<file path="config.mk">
export PLATFORM = sky130hd
export DESIGN_NAME = word_load_agen
export DESIGN_NICKNAME = d
export VERILOG_FILES = /design/src/rtl/wla_pkg.sv /design/src/rtl/wla_decode.sv /design/src/rtl/wla_agen.sv /design/src/rtl/word_load_agen.sv
export SDC_FILE = /design/constraint.sdc
export NUM_CORES = 1
export LEC_CHECK = 0
export CAP_MARGIN = 20
export CORE_MARGIN = 2
export CORE_UTILIZATION = 65
export DETAILED_ROUTE_END_ITERATION = 12
export DONT_BUFFER_PORTS = 1
export GPL_TIMING_DRIVEN = 0
export PLACE_DENSITY = 0.9
export SYNTH_ARGS = -nofsm -noshare
export SYNTH_HDL_FRONTEND = slang
export SYNTH_HIERARCHICAL = 1
export SYNTH_SLANG_ARGS = --single-unit
</file>
<file path="constraint.sdc">
create_clock -name clk -period 7.6 [get_ports clk]
set_clock_uncertainty 0.05 [all_clocks]
set_input_delay 1.52 -clock clk [delete_from_list [all_inputs] [get_ports clk]]
set_output_delay 1.52 -clock clk [all_outputs]
set_load 0.02 [all_outputs]
</file>
<file path="src/rtl/wla_pkg.sv">
// Shared types for the word load address generator.
// Assumes a single 32-bit instruction made of two 16-bit halfwords.
package wla_pkg;

    localparam int HALF_W = 16;

    typedef enum logic [3:0] {
        AM_LITERAL,
        AM_REG_SHIFT,
        AM_POS_IMM12,
        AM_POST_SUB,
        AM_POST_ADD,
        AM_NEG_IMM8,
        AM_PRE_SUB,
        AM_PRE_ADD,
        AM_USER,
        AM_BAD
    } addr_mode_e;

endpackage

</file>
<file path="src/rtl/wla_decode.sv">
// Classifies the instruction halfwords into an addressing form and pulls out
// the offset fields. Assumes the instruction already belongs to the word-load
// group; only the bits that choose among its forms are examined.
module wla_decode
    import wla_pkg::*;
(
    input  logic [HALF_W-1:0] hw0,
    input  logic [HALF_W-1:0] hw1,
    output addr_mode_e        mode,
    output logic              lit_up,
    output logic [11:0]       imm12,
    output logic [7:0]        imm8,
    output logic [1:0]        shamt
);

    localparam logic [3:0] LIT_BASE = 4'hF;

    logic [3:0] base_sel;
    logic [3:0] code;

    assign base_sel = hw0[3:0];
    assign code     = hw1[11:8];
    assign lit_up   = hw0[7];
    assign imm12    = hw1[11:0];
    assign imm8     = hw1[7:0];
    assign shamt    = hw1[5:4];

    // Pick the addressing form; literal wins, then the 12-bit selector, then the mode code.
    always_comb begin
        if (base_sel == LIT_BASE) begin
            mode = AM_LITERAL;
        end else if (hw0[7]) begin
            mode = AM_POS_IMM12;
        end else begin
            unique case (code)
                4'h0:    mode = (hw1[7:6] == 2'b00) ? AM_REG_SHIFT : AM_BAD;
                4'h9:    mode = AM_POST_SUB;
                4'hB:    mode = AM_POST_ADD;
                4'hC:    mode = AM_NEG_IMM8;
                4'hD:    mode = AM_PRE_SUB;
                4'hE:    mode = AM_USER;
                4'hF:    mode = AM_PRE_ADD;
                default: mode = AM_BAD;
            endcase
        end
    end

endmodule

</file>
<file path="src/rtl/wla_agen.sv">
// Computes effective address, writeback value and flags from the decoded form.
// Purely combinational; all arithmetic wraps at ADDR_W bits.
module wla_agen
    import wla_pkg::*;
#(
    parameter int ADDR_W = 32
) (
    input  addr_mode_e        mode,
    input  logic              lit_up,
    input  logic [11:0]       imm12,
    input  logic [7:0]        imm8,
    input  logic [1:0]        shamt,
    input  logic [ADDR_W-1:0] pc,
    input  logic [ADDR_W-1:0] base_val,
    input  logic [ADDR_W-1:0] index_val,
    output logic [ADDR_W-1:0] ea,
    output logic              wb_en,
    output logic [ADDR_W-1:0] wb_val,
    output logic              user_acc,
    output logic              undef
);

    logic [ADDR_W-1:0] pc_up;
    logic [ADDR_W-1:0] off12;
    logic [ADDR_W-1:0] off8;
    logic [ADDR_W-1:0] base_plus8;
    logic [ADDR_W-1:0] base_minus8;

    // Round the program counter up to a word boundary.
    always_comb pc_up = (pc + ADDR_W'(3)) & ~ADDR_W'(3);

    // Zero-extend offsets and form the two short-offset sums once.
    always_comb begin
        off12       = ADDR_W'(imm12);
        off8        = ADDR_W'(imm8);
        base_plus8  = base_val + off8;
        base_minus8 = base_val - off8;
    end

    // Select address, writeback and flags for each form.
    always_comb begin
        ea       = '0;
        wb_en    = 1'b0;
        wb_val   = base_val;
        user_acc = 1'b0;
        undef    = 1'b0;
        unique case (mode)
            AM_LITERAL:   ea = lit_up ? pc_up + off12 : pc_up - off12;
            AM_REG_SHIFT: ea = base_val + (index_val << shamt);
            AM_POS_IMM12: ea = base_val + off12;
            AM_POST_SUB:  begin ea = base_val;    wb_en = 1'b1; wb_val = base_minus8; end
            AM_POST_ADD:  begin ea = base_val;    wb_en = 1'b1; wb_val = base_plus8;  end
            AM_NEG_IMM8:  ea = base_minus8;
            AM_PRE_SUB:   begin ea = base_minus8; wb_en = 1'b1; wb_val = base_minus8; end
            AM_PRE_ADD:   begin ea = base_plus8;  wb_en = 1'b1; wb_val = base_plus8;  end
            AM_USER:      begin ea = base_plus8;  user_acc = 1'b1; end
            default:      undef = 1'b1;
        endcase
    end

endmodule

</file>
<file path="src/rtl/word_load_agen.sv">
// Top of the word load address generator: decode, address arithmetic and a
// one-cycle output register. Data outputs load only when in_valid is high.
module word_load_agen
    import wla_pkg::*;
#(
    parameter int ADDR_W = 32
) (
    input  logic              clk,
    input  logic              rst_n,
    input  logic              in_valid,
    input  logic [15:0]       hw0,
    input  logic [15:0]       hw1,
    input  logic [ADDR_W-1:0] pc,
    input  logic [ADDR_W-1:0] base_val,
    input  logic [ADDR_W-1:0] index_val,
    output logic              out_valid,
    output logic [ADDR_W-1:0] ea,
    output logic              wb_en,
    output logic [ADDR_W-1:0] wb_val,
    output logic              user_acc,
    output logic              undef
);

    addr_mode_e        mode;
    logic              lit_up;
    logic [11:0]       imm12;
    logic [7:0]        imm8;
    logic [1:0]        shamt;
    logic [ADDR_W-1:0] ea_c;
    logic [ADDR_W-1:0] wb_val_c;
    logic              wb_en_c;
    logic              user_c;
    logic              undef_c;

    wla_decode u_dec (
        .hw0   (hw0),
        .hw1   (hw1),
        .mode  (mode),
        .lit_up(lit_up),
        .imm12 (imm12),
        .imm8  (imm8),
        .shamt (shamt)
    );

    wla_agen #(.ADDR_W(ADDR_W)) u_agen (
        .mode     (mode),
        .lit_up   (lit_up),
        .imm12    (imm12),
        .imm8     (imm8),
        .shamt    (shamt),
        .pc       (pc),
        .base_val (base_val),
        .index_val(index_val),
        .ea       (ea_c),
        .wb_en    (wb_en_c),
        .wb_val   (wb_val_c),
        .user_acc (user_c),
        .undef    (undef_c)
    );

    // Valid flag follows in_valid by one cycle; cleared by reset.
    always_ff @(posedge clk) begin
        if (!rst_n) out_valid <= 1'b0;
        else        out_valid <= in_valid;
    end

    // Capture results when an instruction is presented; hold otherwise.
    always_ff @(posedge clk) begin
        if (!rst_n) begin
            ea       <= '0;
            wb_en    <= 1'b0;
            wb_val   <= '0;
            user_acc <= 1'b0;
            undef    <= 1'b0;
        end else if (in_valid) begin
            ea       <= ea_c;
            wb_en    <= wb_en_c;
            wb_val   <= wb_val_c;
            user_acc <= user_c;
            undef    <= undef_c;
        end
    end

endmodule

</file>
---- Word-level counts from Yosys, hierarchy flattened ----
Index checks and enable logic that the tools add are counted.
cells by class
  mux-type cells .......................... 10
  shift-type cells ........................ 1
  equal/unequal tests ..................... 15
  $add $sub $neg .......................... 7
  reduce and logical (&&, ||, !) cells .... 10
operators with widths
  operator               number
  $pmux 32 s6            1
  $add 32x12->32         2
  $pmux 32 s2            1
  $add 32x2->32 const B  1
  $add 32x32->32         1
  $add 32x8->32          1
  $eq 4x4->1 const B     8
  $mux 32                1
  $shl 32x2->32          1
  $sub 32x12->32         1
  $sub 32x8->32          1
  $pmux 4 s7             1
  $eq 4x3->1 const B     4
  $mux 4                 3
  $reduce_or 2->1        5
  $reduce_or 9->1        1
  $eq 4x2->1 const B     2
  $logic_not 4->1        2
  $eq 4x1->1 const B     1
  $reduce_or 4->1        1
  $mux 1                 3
  $logic_not 2->1        1
word-level totals
  bits of input ports ..................... 131
  bits in registers ....................... 68
  word-level logic and storage cells ...... 49
  output and inout port bits .............. 68

---- Logic depth before layout (Yosys ltp) ----
  word-level depth ........................ 8
  gate-level depth with buffers ........... 23

---- Modules after synthesis ----
Netlist, hierarchy kept.
modules (own cells, without submodules)
  module          area an instance (sq um)  cells each  instances  sequential area each (sq um)
  wla_agen        8091.5                    1192        1          0.0
  word_load_agen  2577.5                    218         1          1361.3
  wla_decode      276.5                     37          1          0.0

---- Worst setup path before layout ----
Ideal clock, no wire load.
  path kind ............................... input -> register
  start ................................... input hw1[9]
  end ..................................... register ea[30]
  path slack .............................. 1031 ps
  library setup time ...................... 116 ps
  cell stages on the path ................. 23
  arrival time ............................ 6403 ps
  buffers on the path ..................... 2
  cells stage by stage .................... or4_1 -> nor3_2 -> nor3_1 -> clkbuf_1 -> nor4b_1 -> clkbuf_1 -> nand2_1 -> o41ai_1 -> ha_1 -> inv_1 -> fa_1 -> nor2b_1 -> o21ai_0 -> a21boi_0 -> o2111a_1 -> nor2_1 -> o32a_1 -> o31ai_1 -> mux2i_1 -> o311a_1 -> o211ai_1 -> mux2i_1 -> nor2b_1
on the way
  word-level cells in the longest chain between the ends .. 7
RTL lines
  element                                               line                  RTL
  start, declared                                       word_load_agen.sv:12  input logic [15:0] hw1,
  $eq 4x4->1 / $logic_not 4->1 (equally long branches)  wla_decode.sv:35      unique case (code)
  $pmux 4 s7 (*)                                        wla_decode.sv:35
  $mux 4 (*)                                            wla_decode.sv:32      end else if (hw0[7]) begin
  $mux 4 (*)                                            wla_decode.sv:30      if (base_sel == LIT_BASE) begin
  net mode[3]                                           word_load_agen.sv:24  addr_mode_e mode;
  $eq 4x3->1 (tied with other cells)                    wla_agen.sv:47        unique case (mode)
  $reduce_or 2->1 (no line)                             --
  $pmux 32 s6 (*)                                       wla_agen.sv:47
  net ea_c[30]                                          word_load_agen.sv:29  logic [ADDR_W-1:0] ea_c;
  end signal, assigned                                  word_load_agen.sv:70  ea <= '0;
  end signal, assigned                                  word_load_agen.sv:76  ea <= ea_c;
  end, declared                                         word_load_agen.sv:17  output logic [ADDR_W-1:0] ea,
The timed path passes the listed nets; every way through them passes the cells marked *.
A chain may end at the register's enable or synchronous reset.

---- Worst setup path in the final report ----
Same ends and word-level chain as after synthesis.

==> impl_metrics.ini <==
[cts]
worst_skew_pair.late_latency_ns = 0.35
cts_made_buffers = 9
tritoncts = yes
clock-sinks = 68
cts_buffer_depth = 2
post_cts_buffers = 0
cts_htree_levels = 3
path_clk_slew_ns = 0.06
hold_buffers = 0
cts-root-buf = clkbuf_16

[placed_design]
post-dp-hpwl_mm = 31.9
port_buffers = 0
routabilityCongestion = 1.01
placedCellCount = 1668

[cells_and_area]
layoutNonFillerInstCount = 1685
area.growth.synth_to_final_pct = 5.20
postLayoutCoreUtil = 0.697
drive_gt1_frac = 0.0813
layout.nets = 1663

[sta]
timing.hold.ws_ns = 0.565
rsz0062_at_grt = false
period_share = 0.975
setup_viol_count_final = 0
max_freq_mhz = 135
tightest_slew_ns = 1.02
maxSlewViolCount = 0
slew_headroom = 0.320
period_minus_slack_ns = 7.41
hold_viol_final = 0

[grt]
grt_pass1_vias = 11038
grt_max_degree = 12
grt_pass1_wl_mm = 60.0
grtUsageMet2 = 0.697
antenna_found_initial = 1
use_met1 = 0.541
met3_usage = 0.113
track_usage = 0.427
gr-total-overflow = 0
busiest_layer = met2

[logic_synthesis]
netlist_area_um2 = 10900
synthCells = 1447
synth_flop_cell = dfxtp_1
synthDominantCellAreaShare = 0.124
avgSynthCellArea_um2 = 7.56
syn_nets = 1651
synth_cell_types = 98
synthTopCellsByArea = dfxtp_1, ha_1, mux2i_1
synthMostInstantiatedCell = nand2_1
synth_top_area_cell = dfxtp_1
yosys-top-cells-count = nand2_1, nor2_1, nor2b_1, mux2i_1, o21ai_0
ys_async_sr_fraction = 0
yosysWarnings = 6
synth-edff-count = 0
synth_seq_cells = 68
ys_seq_area_frac = 0.124

[floorplan]
fp.dieW_um = 134
start_util = 0.662
rows = 47
io_pins = 199
die_area_um2 = 17900
core_area_um2 = 16500
die_h_um = 134

[worst_setup_path]
endpoint_kind = flip-flop
cp.required_ns = 7.79
crit_path_max_fanout = 10
crit_arrival_ns = 7.61
criticalPathCategory = in2reg
cp-start-kind = primary input

[power]
design_power_total_uw = 1710
power.density_nw_per_um2 = 149
peakVddDrop_mv = 0.126
p_leak_uw = 0.00464

[routing]
drcViolationCount = 0
wirelength_mm = 39.5
viasPerCell = 7.04
vias = 11860
first_pass_iters = 5
drt-initial-drc-count = 1583
wl_per_cell_um = 23.5
drtAntennaViolNets = 0

[run]
maxCapViolCount = 0

[worst_hold_path]
hold_class = reg2reg

[status]
outcome = completed
sequential cells by signal, indices dropped and copies added (netlist names):
signal / count
ea: 32
user_acc: 1
wb_val: 32
out_valid: 1
undef: 1
wb_en: 1
path summary, 6_finish.rpt:
| check | end | slack (ns) | depth (start not counted) | start |
|---|---|---|---|---|
| hold / removal | ea[27] | 0.56 | 2 | ea[27] |
| hold reg to reg | ea[27] | 0.56 | 2 | ea[27] |
| setup reg to reg | ea[11] | 6.75 | 2 | ea[11] |
| setup / recovery | ea[30] | 0.19 | 23 | hw1[9] |
cell usage in the layout, fill, tap and decap left out, types with 16 or more instances in the layout:
cell type	n
o221ai_1	17
nand3_1	30
mux4_2	16
buf_4	29
ha_1	69
mux2i_1	85
a221o_1	17
a221oi_1	20
o22ai_1	26
a21o_1	28
a21oi_1	72
dfxtp_1	68
xnor2_1	55
nor3_1	38
nor2b_1	98
xor2_1	61
inv_1	50
nand4_1	18
nand2_1	115
clkbuf_1	68
nor2_1	103
o21ai_0	85
worst max-delay path, stage by stage:
cell and delay [ns]:
or2b_1 0.16, a31oi_1 0.10, a41oi_1 0.41, clkbuf_1 0.43, nor4b_4 0.57, clkbuf_1 0.44
nand2_1 0.10, o41ai_1 0.10, ha_1 0.29, inv_1 0.07, fa_1 0.40, nor2b_1 0.16
o21ai_0 0.12, a21boi_0 0.48, o2111a_1 0.29, nor2_1 0.10, o32a_1 0.40, o31ai_1 0.59
mux2i_1 0.25, o311a_1 0.25, o211ai_1 0.10, mux2i_1 0.19, nor2b_1 0.07
per-stage QoR:
stage / TNS (ns) / cell area [um2] / worst slack, ns
after detailed placement: -0.236 / 11200 / -0.143
after global routing: 0 / 11500 / 0.0272
after CTS: 0 / 11500 / 0.257
final: 0 / 11500 / 0.187
after floorplan: 0 / 10900 / 1.03
after global placement: -1.09 / 11200 / -0.506
report_power, final:
| group | internal (uW) | leakage, uW | switching [uW] |
|---|---|---|---|
| sequential | 390 | 0.000560 | 63.7 |
| combinational | 342 | 0.00395 | 506 |
| clock | 229 | 0.000129 | 182 |
| total | 961 | 0.00464 | 751 |
layout make-up:
class,count,area [um2]
multi-input cells,1211,8790
flip-flops and latches,68,1360
clock buffers,12,246
clock inverters,4,25.0
diodes,1,2.50
repair buffers,1,5.00
fillers,1405,5010
plain buffers,118,626
inverters,50,188
well taps,220,275
what timing repair did:
action | 4_1_cts | 5_1_grt
endpoints found under the hold margin | 0 | 0
resized for setup | 0 | 1
endpoints found under the setup margin | 0 | 2
metal layers:
layer	part of all wire	wire [um]
met3	0.12	4590
met2	0.45	17600
met5	0	0
met4	0.039	1530
met1	0.40	15800
cell families (layout without fill, tap and decap cells):
| group | Yosys count | in the layout | synth area share |
|---|---|---|---|
| buf+inv | 168 | 185 | 0.0743 |
| xor+xnor | 117 | 117 | 0.0943 |
| other cells | 0 | 1 | 0 |
| simple gates | 509 | 509 | 0.244 |
| compound gates | 399 | 399 | 0.254 |
| mux | 112 | 112 | 0.122 |
| flops | 68 | 68 | 0.124 |
| fa+ha+maj | 74 | 74 | 0.0871 |
Note: power is estimated with default switching activity, not from simulation.
